**config.mk**
```make
export PLATFORM = sky130hd
export DESIGN_NAME = xmem_seq
export DESIGN_NICKNAME = d
export VERILOG_FILES = /design/src/rtl/xmem_pkg.sv /design/src/rtl/xmem_tick.sv /design/src/rtl/xmem_ctrl.sv /design/src/rtl/xmem_pins.sv /design/src/rtl/xmem_seq.sv
export SDC_FILE = /design/constraint.sdc
export NUM_CORES = 1
export LEC_CHECK = 0
export BUFFER_PORTS_ARGS = -buffer_cell sky130_fd_sc_hd__clkbuf_2
export CORE_MARGIN = 3
export CORE_UTILIZATION = 51
export CTS_CLUSTER_SIZE = 40
export DETAILED_ROUTE_END_ITERATION = 10
export HOLD_SLACK_MARGIN = 0.08
export PLACE_DENSITY = 0.81
export SYNTH_ARGS = -nofsm -noshare
export SYNTH_HDL_FRONTEND = slang
export SYNTH_HIERARCHICAL = 1
export SYNTH_SLANG_ARGS = --single-unit
```
**constraint.sdc**
```tcl
create_clock -name clk -period 3.1 [get_ports clk]
set_input_delay 0.155 -clock clk [delete_from_list [all_inputs] [get_ports clk]]
set_output_delay 0.155 -clock clk [all_outputs]
set_load 0.1 [all_outputs]
```
**src/rtl/xmem_pkg.sv**
```systemverilog
package xmem_pkg;
  localparam int PHW = 4;

  typedef enum logic [2:0] {
    PH_IDLE,
    PH_ASU,
    PH_CSU,
    PH_WAIT,
    PH_SHLD,
    PH_AHLD
  } phase_e;

  typedef struct packed {
    logic [PHW-1:0] asu;
    logic [PHW-1:0] csu;
    logic [PHW-1:0] nwait;
    logic [PHW-1:0] pwait;
    logic [PHW-1:0] shld;
    logic [PHW-1:0] ahld;
  } timing_t;
endpackage

```
**src/rtl/xmem_tick.sv**
```systemverilog
module xmem_tick #(
  parameter int DIV_W = 2
) (
  input  logic             clk,
  input  logic             rst,
  input  logic             restart,
  input  logic [DIV_W-1:0] div_sel,
  output logic             tick
);
  logic [DIV_W-1:0] cnt_q;

  assign tick = (cnt_q == div_sel);

  always_ff @(posedge clk) begin
    if (rst || restart) begin
      cnt_q <= '0;
    end else if (tick) begin
      cnt_q <= '0;
    end else begin
      cnt_q <= cnt_q + 1'b1;
    end
  end

  // with a divisor above one, two ticks never come back to back
  p_tick_gap_r2: assert property (@(posedge clk) disable iff (rst)
    (tick && !restart && div_sel != '0) |=> !tick);
endmodule

```
**src/rtl/xmem_ctrl.sv**
```systemverilog
module xmem_ctrl
  import xmem_pkg::*;
#(
  parameter int AW    = 16,
  parameter int DW    = 32,
  parameter int BW    = 4,
  parameter int LW    = 3,
  parameter int DIV_W = 2
) (
  input  logic             clk,
  input  logic             rst,
  input  logic             req_valid,
  input  logic             req_write,
  input  logic             req_down,
  input  logic [LW-1:0]    req_len,
  input  logic [AW-1:0]    req_addr,
  input  logic [BW-1:0]    req_mask,
  input  logic [DW-1:0]    req_wdata,
  input  timing_t          cfg_tm,
  input  logic [DIV_W-1:0] cfg_div,
  input  logic             cfg_be_mode,
  input  logic             tick,
  output phase_e           ph_q,
  output phase_e           ph_d,
  output logic             restart,
  output logic             beat_end,
  output logic [AW-1:0]    addr_q,
  output logic             wr_q,
  output logic             wr_d,
  output logic             bemode_d,
  output logic [BW-1:0]    mask_d,
  output logic [DW-1:0]    wdata_q,
  output logic [DIV_W-1:0] div_q
);
  timing_t        tm_q;
  logic [PHW-1:0] cnt_q, cnt_d;
  logic [LW-1:0]  beat_q, beat_d;
  logic [AW-1:0]  addr_d;
  logic           down_q;
  logic           bemode_q;
  logic [BW-1:0]  mask_q;
  logic           accept;

  function automatic phase_e after_asu(timing_t t);
    return (t.csu != '0) ? PH_CSU : PH_WAIT;
  endfunction

  function automatic phase_e after_idle(timing_t t);
    return (t.asu != '0) ? PH_ASU : after_asu(t);
  endfunction

  function automatic phase_e after_shld(timing_t t);
    return (t.ahld != '0) ? PH_AHLD : PH_IDLE;
  endfunction

  function automatic phase_e after_wait(timing_t t);
    return (t.shld != '0) ? PH_SHLD : after_shld(t);
  endfunction

  function automatic logic [PHW-1:0] load_for(phase_e p, timing_t t);
    case (p)
      PH_ASU:  return t.asu - PHW'(1);
      PH_CSU:  return t.csu - PHW'(1);
      PH_WAIT: return t.nwait;
      PH_SHLD: return t.shld - PHW'(1);
      PH_AHLD: return t.ahld - PHW'(1);
      default: return '0;
    endcase
  endfunction

  assign accept   = (ph_q == PH_IDLE) && req_valid;
  assign restart  = accept;
  assign wr_d     = accept ? req_write   : wr_q;
  assign bemode_d = accept ? cfg_be_mode : bemode_q;
  assign mask_d   = accept ? req_mask    : mask_q;

  always_comb begin
    ph_d     = ph_q;
    cnt_d    = cnt_q;
    beat_d   = beat_q;
    addr_d   = addr_q;
    beat_end = 1'b0;
    if (accept) begin
      ph_d   = after_idle(cfg_tm);
      cnt_d  = load_for(after_idle(cfg_tm), cfg_tm);
      beat_d = req_len;
      addr_d = req_addr;
    end else if (ph_q != PH_IDLE && tick) begin
      if (cnt_q != '0) begin
        cnt_d = cnt_q - 1'b1;
      end else begin
        case (ph_q)
          PH_ASU:  ph_d = after_asu(tm_q);
          PH_CSU:  ph_d = PH_WAIT;
          PH_WAIT: begin
            beat_end = 1'b1;
            if (beat_q != '0) begin
              beat_d = beat_q - 1'b1;
              addr_d = down_q ? (addr_q - 1'b1) : (addr_q + 1'b1);
            end else begin
              ph_d = after_wait(tm_q);
            end
          end
          PH_SHLD: ph_d = after_shld(tm_q);
          default: ph_d = PH_IDLE;
        endcase
        if (ph_q == PH_WAIT && ph_d == PH_WAIT) begin
          cnt_d = tm_q.pwait;
        end else begin
          cnt_d = load_for(ph_d, tm_q);
        end
      end
    end
  end

  always_ff @(posedge clk) begin
    if (rst) begin
      ph_q     <= PH_IDLE;
      cnt_q    <= '0;
      beat_q   <= '0;
      addr_q   <= '0;
      tm_q     <= '0;
      wr_q     <= 1'b0;
      down_q   <= 1'b0;
      bemode_q <= 1'b0;
      mask_q   <= '0;
      wdata_q  <= '0;
      div_q    <= '0;
    end else begin
      ph_q   <= ph_d;
      cnt_q  <= cnt_d;
      beat_q <= beat_d;
      addr_q <= addr_d;
      wr_q     <= wr_d;
      bemode_q <= bemode_d;
      mask_q   <= mask_d;
      if (accept) begin
        tm_q    <= cfg_tm;
        down_q  <= req_down;
        wdata_q <= req_wdata;
        div_q   <= cfg_div;
      end
    end
  end

  // outside the strobe window the address is frozen for the whole access
  p_addr_frozen_r7: assert property (@(posedge clk) disable iff (rst)
    (ph_q != PH_IDLE && ph_q != PH_WAIT) |=> $stable(addr_q));

  // a beat boundary that keeps the strobe low moves the address by one word
  p_beat_step_r8: assert property (@(posedge clk) disable iff (rst)
    (ph_q == PH_WAIT && beat_end && ph_d == PH_WAIT) |=>
      (addr_q == (down_q ? $past(addr_q) - 1'b1 : $past(addr_q) + 1'b1)));

  // request fields are held while busy, whatever the request inputs do
  p_fields_held_r13: assert property (@(posedge clk) disable iff (rst)
    (ph_q != PH_IDLE) |=> ($stable(wdata_q) && $stable(div_q)));
endmodule

```
**src/rtl/xmem_pins.sv**
```systemverilog
module xmem_pins
  import xmem_pkg::*;
#(
  parameter int DW = 32,
  parameter int BW = 4
) (
  input  logic          clk,
  input  logic          rst,
  input  phase_e        ph_q,
  input  phase_e        ph_d,
  input  logic          wr_q,
  input  logic          wr_d,
  input  logic          bemode_d,
  input  logic [BW-1:0] mask_d,
  input  logic          beat_end,
  input  logic [DW-1:0] mem_din,
  output logic          ce_n,
  output logic          oe_n,
  output logic          we_n,
  output logic [BW-1:0] bw_n,
  output logic          dout_en,
  output logic          rd_valid,
  output logic [DW-1:0] rd_data,
  output logic          done
);
  logic ce_on, stb_on;

  assign ce_on  = (ph_d == PH_CSU) || (ph_d == PH_WAIT) || (ph_d == PH_SHLD);
  assign stb_on = (ph_d == PH_WAIT);

  always_ff @(posedge clk) begin
    if (rst) begin
      ce_n     <= 1'b1;
      oe_n     <= 1'b1;
      we_n     <= 1'b1;
      bw_n     <= '1;
      dout_en  <= 1'b0;
      rd_valid <= 1'b0;
      rd_data  <= '0;
      done     <= 1'b0;
    end else begin
      ce_n    <= !ce_on;
      oe_n    <= !(stb_on && !wr_d);
      we_n    <= !(stb_on && wr_d);
      dout_en <= ce_on && wr_d;
      if (bemode_d) begin
        bw_n <= ce_on ? ~mask_d : '1;
      end else begin
        bw_n <= (stb_on && wr_d) ? ~mask_d : '1;
      end
      rd_valid <= beat_end && !wr_q;
      if (beat_end && !wr_q) begin
        rd_data <= mem_din;
      end
      done <= (ph_q != PH_IDLE) && (ph_d == PH_IDLE);
    end
  end

  // read and write strobes are mutually exclusive
  p_strobe_excl_r5: assert property (@(posedge clk) disable iff (rst)
    !(!oe_n && !we_n));

  // a strobe is only low inside the chip-enable window
  p_strobe_in_ce_r4: assert property (@(posedge clk) disable iff (rst)
    (!oe_n || !we_n) |-> !ce_n);

  // lane strobes are released whenever the chip is deselected
  p_lanes_idle_r10: assert property (@(posedge clk) disable iff (rst)
    ce_n |-> (bw_n == '1));

  // the end-of-access flag lasts exactly one cycle
  p_done_pulse_r12: assert property (@(posedge clk) disable iff (rst)
    done |=> !done);
endmodule

```
**src/rtl/xmem_seq.sv**
```systemverilog
module xmem_seq #(
  parameter int ADDR_W  = 16,
  parameter int DATA_W  = 32,
  parameter int LEN_W   = 3,
  parameter int MAX_DIV = 4,
  localparam int BYTES  = DATA_W / 8,
  localparam int DIV_W  = $clog2(MAX_DIV),
  localparam int PH_W   = xmem_pkg::PHW
) (
  input  logic              clk,
  input  logic              rst,
  input  logic [DIV_W-1:0]  cfg_div,
  input  logic [PH_W-1:0]   cfg_asu,
  input  logic [PH_W-1:0]   cfg_csu,
  input  logic [PH_W-1:0]   cfg_nwait,
  input  logic [PH_W-1:0]   cfg_pwait,
  input  logic [PH_W-1:0]   cfg_shld,
  input  logic [PH_W-1:0]   cfg_ahld,
  input  logic              cfg_be_mode,
  input  logic              req_valid,
  input  logic              req_write,
  input  logic              req_down,
  input  logic [LEN_W-1:0]  req_len,
  input  logic [ADDR_W-1:0] req_addr,
  input  logic [BYTES-1:0]  req_mask,
  input  logic [DATA_W-1:0] req_wdata,
  output logic              busy,
  output logic              done,
  output logic              rd_valid,
  output logic [DATA_W-1:0] rd_data,
  output logic [ADDR_W-1:0] mem_addr,
  output logic [DATA_W-1:0] mem_dout,
  output logic              mem_dout_en,
  input  logic [DATA_W-1:0] mem_din,
  output logic              mem_ce_n,
  output logic              mem_oe_n,
  output logic              mem_we_n,
  output logic [BYTES-1:0]  mem_bw_n
);
  import xmem_pkg::*;

  timing_t           tm_in;
  phase_e            ph_q, ph_d;
  logic              restart, beat_end, tick;
  logic              wr_q, wr_d, bemode_d;
  logic [BYTES-1:0]  mask_d;
  logic [DIV_W-1:0]  div_q;

  assign tm_in = '{asu: cfg_asu, csu: cfg_csu, nwait: cfg_nwait,
                   pwait: cfg_pwait, shld: cfg_shld, ahld: cfg_ahld};

  xmem_tick #(.DIV_W(DIV_W)) u_tick (
    .clk     (clk),
    .rst     (rst),
    .restart (restart),
    .div_sel (div_q),
    .tick    (tick)
  );

  xmem_ctrl #(
    .AW(ADDR_W), .DW(DATA_W), .BW(BYTES), .LW(LEN_W), .DIV_W(DIV_W)
  ) u_ctrl (
    .clk         (clk),
    .rst         (rst),
    .req_valid   (req_valid),
    .req_write   (req_write),
    .req_down    (req_down),
    .req_len     (req_len),
    .req_addr    (req_addr),
    .req_mask    (req_mask),
    .req_wdata   (req_wdata),
    .cfg_tm      (tm_in),
    .cfg_div     (cfg_div),
    .cfg_be_mode (cfg_be_mode),
    .tick        (tick),
    .ph_q        (ph_q),
    .ph_d        (ph_d),
    .restart     (restart),
    .beat_end    (beat_end),
    .addr_q      (mem_addr),
    .wr_q        (wr_q),
    .wr_d        (wr_d),
    .bemode_d    (bemode_d),
    .mask_d      (mask_d),
    .wdata_q     (mem_dout),
    .div_q       (div_q)
  );

  xmem_pins #(.DW(DATA_W), .BW(BYTES)) u_pins (
    .clk      (clk),
    .rst      (rst),
    .ph_q     (ph_q),
    .ph_d     (ph_d),
    .wr_q     (wr_q),
    .wr_d     (wr_d),
    .bemode_d (bemode_d),
    .mask_d   (mask_d),
    .beat_end (beat_end),
    .mem_din  (mem_din),
    .ce_n     (mem_ce_n),
    .oe_n     (mem_oe_n),
    .we_n     (mem_we_n),
    .bw_n     (mem_bw_n),
    .dout_en  (mem_dout_en),
    .rd_valid (rd_valid),
    .rd_data  (rd_data),
    .done     (done)
  );

  assign busy = (ph_q != PH_IDLE);

  // an idle channel keeps chip enable released
  p_idle_ce_r1: assert property (@(posedge clk) disable iff (rst)
    (!busy && !done) |-> mem_ce_n);
endmodule

```
==> impl_metrics.env <==
export IMPL_clk_pin_slew_ns=0.06
export IMPL_max_stage_delay_ns=0.46
export IMPL_drtIter0Drc=553
export IMPL_post_route_period_util_pct=86.58
export IMPL_mostFrequentLayoutCell="nand2_1"
export IMPL_vias=7040
export IMPL_cp_end_kind="flop"
export IMPL_dp_hpwl_microns=11360
export IMPL_setup_tns_ns=0
export IMPL_final_cell_mix="nand2_1 (236), clkbuf_2 (208), dfxtp_1 (133)"
export IMPL_synth_top_cell_area_share_pct=43.17
export IMPL_fp_dieH_microns=116.4
export IMPL_yosysWarningCount=6
export IMPL_synth_distinct_cells=63
export IMPL_cts_tree="done"
export IMPL_root_buffer="clkbuf_16"
export IMPL_arrival_ns=2.98
export IMPL_grt_first_pass_wirelength_microns=32510
export IMPL_path_buf_inv=1
export IMPL_drive_above_1_share_pct=23.33
export IMPL_critPathSlowestCell="or3_4"
export IMPL_yosys_area_top_type="dfxtp_1"
export IMPL_critPathMaxFanout=9
export IMPL_grt_use_total_pct=30.19
export IMPL_synth_area_leaders="dfxtp_1 (43%), nand2_1 (14%), a21oi_1 (9.7%), ha_1 (3.6%), nor2_1 (2.2%)"
export IMPL_chipWidth_microns=116.4
export IMPL_die_area_sq_um=13540
export IMPL_io_buffers=209
export IMPL_syn_area_sq_um=6213
export IMPL_fin_skew_ns=0.009335
export IMPL_drv_slew=0
export IMPL_drc=0
export IMPL_p_int_uw=3600
export IMPL_wl_microns=20920
export IMPL_cp_data_required_time_ns=3.39
export IMPL_totalPowerFinal_uw=5531
export IMPL_ioPinCount=210
export IMPL_coreArea_sq_um=11660
export IMPL_outcome="complete, no violations"
export IMPL_yosysSeqAreaShare_pct=43.17
export IMPL_synthToLayoutAreaGrowth_pct=46.48
export IMPL_postRouteAntennaNets=0
export IMPL_grt_pass1_vias=6940
export IMPL_synth_nets=941
export IMPL_cts_made_buffers=17
export IMPL_ys_ff_latch=134
export IMPL_rsz0062_at_grt="no"
export IMPL_ctsResizeCount=0
export IMPL_slew_headroom_pct=47.08
export IMPL_netlist_instances=803
export IMPL_antenna_found_initial=2
export IMPL_tightest_slew_ns=0.7873
export IMPL_synth_edf_count=0
export IMPL_min_path_type="in2reg"
export IMPL_power_switching_fraction_pct=34.92
export IMPL_cts_sinks=134
export IMPL_start_util_pct=53.28
export IMPL_comb_power_share_pct=27.1
export IMPL_cts_hold_buf=115
export IMPL_finalHoldViolations=0
export IMPL_post_route_min_period_ns=2.684
export IMPL_synthArstFlopShare_pct=0
export IMPL_setup_violations_final=0
export IMPL_power_frac_clock_pct=37.7
export IMPL_row_count=39
export IMPL_crit_chain="inv_1, ha_1, nor2b_1, nor2b_1, nand2_1, mux2i_1, o21ai_0, or3_4, o32ai_2, nand2_1"
export IMPL_critPathKind="reg2reg"
export IMPL_clock_fmax_ghz=0.3726
export IMPL_seqPwrFrac_pct=35.2
export IMPL_routed_via_density=5.543
export IMPL_cp_start_kind="flop"
export IMPL_powerDensity_nw_per_um2=607.8
export IMPL_insertion_delay_ns=0.42
export IMPL_grt_start_max_net_pins=100
export IMPL_dr_pass1_iters=5
export IMPL_avgSynthCellArea_sq_um=7.738
export IMPL_overflow=0
export IMPL_p_leak_uw=0.003940
export IMPL_cts_max_level=4
export IMPL_drv_cap=0
export IMPL_nets=1248
export IMPL_post_drt_wl_per_cell_microns=16.47
export IMPL_synth_ff_type="dfxtp_1"
export IMPL_cts_max_path_buffers=2
export IMPL_cts_setup_buffers=0
export IMPL_crit_family="simple AND/OR/NAND/NOR gates"
export IMPL_power_switching_uw=1932
export IMPL_vdd_drop_max_mv=0.5790
export IMPL_place_congestion=0.8876
==> state kept, by name, indices dropped and copies added, names as in the netlist <==
signal / cells
u_ctrl/wdata_q: 32
u_ctrl/div_q: 2
u_pins/we_n: 1
u_pins/rd_data: 32
u_tick/cnt_q: 2
u_pins/rd_valid: 1
u_ctrl/beat_q: 3
u_ctrl/cnt_q: 4
u_pins/dout_en: 1
u_ctrl/bemode_q: 1
u_pins/bw_n: 4
u_ctrl/mask_q: 4
u_pins/done: 1
u_ctrl/wr_q: 1
u_ctrl/addr_q: 16
u_ctrl/tm_q: 23
u_ctrl/ph_q: 3
u_pins/ce_n: 1
u_ctrl/down_q: 1
u_pins/oe_n: 1
==> per-layer routing <==
layer | vias up | share of wire, % | track usage (%)
li1 | 3391 | - | -
met1 | 3252 | 39 | 32.98
met2 | 334 | 50 | 52.02
met3 | 63 | 7.9 | 9.793
met4 | 0 | 3.2 | 16.01
met5 | - | 0 | 0
==> cell type report <==
cell class / count / area (sq um)
Inverter: 18 / 67.56
Antenna cell: 4 / 10.01
Clock buffer: 18 / 439.2
Multi-Input combinational cell: 605 / 3262
Timing Repair Buffer: 334 / 2287
Sequential cell: 134 / 2684
Tap cell: 143 / 178.9
Fill cell: 737 / 2561
Clock inverter: 14 / 172.7
==> cell usage after synthesis, drive strengths merged, types with 4 or more instances <==
cell	count
or3	6
nand3b	4
xnor2	10
ha	18
nand2	236
nand3	9
nor4	9
xor2	4
buf	14
nor2b	12
dfxtp	134
and2	5
mux2i	4
nand2b	8
nor3	24
inv	18
a31oi	4
a211oi	15
o211ai	6
o32ai	4
clkbuf	32
a311oi	5
o21ai	17
o21a	4
nor2	36
a21oi	121
==> power groups by stage <==
stage	clock network (uW)	registers [uW]	logic [uW]
floorplan	0	2420	606
global placement	0	1970	1340
CTS	2090	1940	1470
global route	2180	1960	1610
finish	2080	1950	1500
detailed placement	0	1980	1350
==> worst paths after layout <==
| check | start | end | slack [ns] | depth (start not counted) |
|---|---|---|---|---|
| min reg2reg | u_ctrl/wdata_q[30]$_SDFFE_PP0P_ | u_ctrl/wdata_q[30]$_SDFFE_PP0P_ | 0.45 | 2 |
| max reg2reg | u_ctrl/cnt_q[0]$_SDFFE_PP0N_ | u_pins/bw_n[2]$_SDFF_PP1_ | 0.42 | 10 |
| min | rst | u_ctrl/tm_q[13]$_SDFFE_PP0P_ | 0.31 | 2 |
| max | u_ctrl/cnt_q[0]$_SDFFE_PP0N_ | u_pins/bw_n[2]$_SDFF_PP1_ | 0.42 | 10 |
==> through the flow <==
step                utilization [%]  instance area (sq um)  hold slack, ns  std cells  setup WS (ns)
floorplan                         -                   6215          0.2284        803        0.07067
global placement              62.84                   7328          0.3778       1119         0.5593
detailed placement            62.84                   7328          0.3835       1119         0.4683
CTS                           77.95                   9091          0.2900       1266         0.4433
global route                  78.00                   9096          0.3352       1268         0.1259
finish                        78.04                   9101          0.3093       1270         0.4159
==> logic make-up after synthesis <==
kind of cell / after synthesis / synth area share (%)
fa+ha+maj: 19 / 3.947
flops: 134 / 43.17
simple gates: 360 / 25.39
mux: 5 / 0.8256
xor+xnor: 14 / 1.973
compound gates: 207 / 20.32
buf+inv: 64 / 4.370
Power figures use the tool's default switching activity.
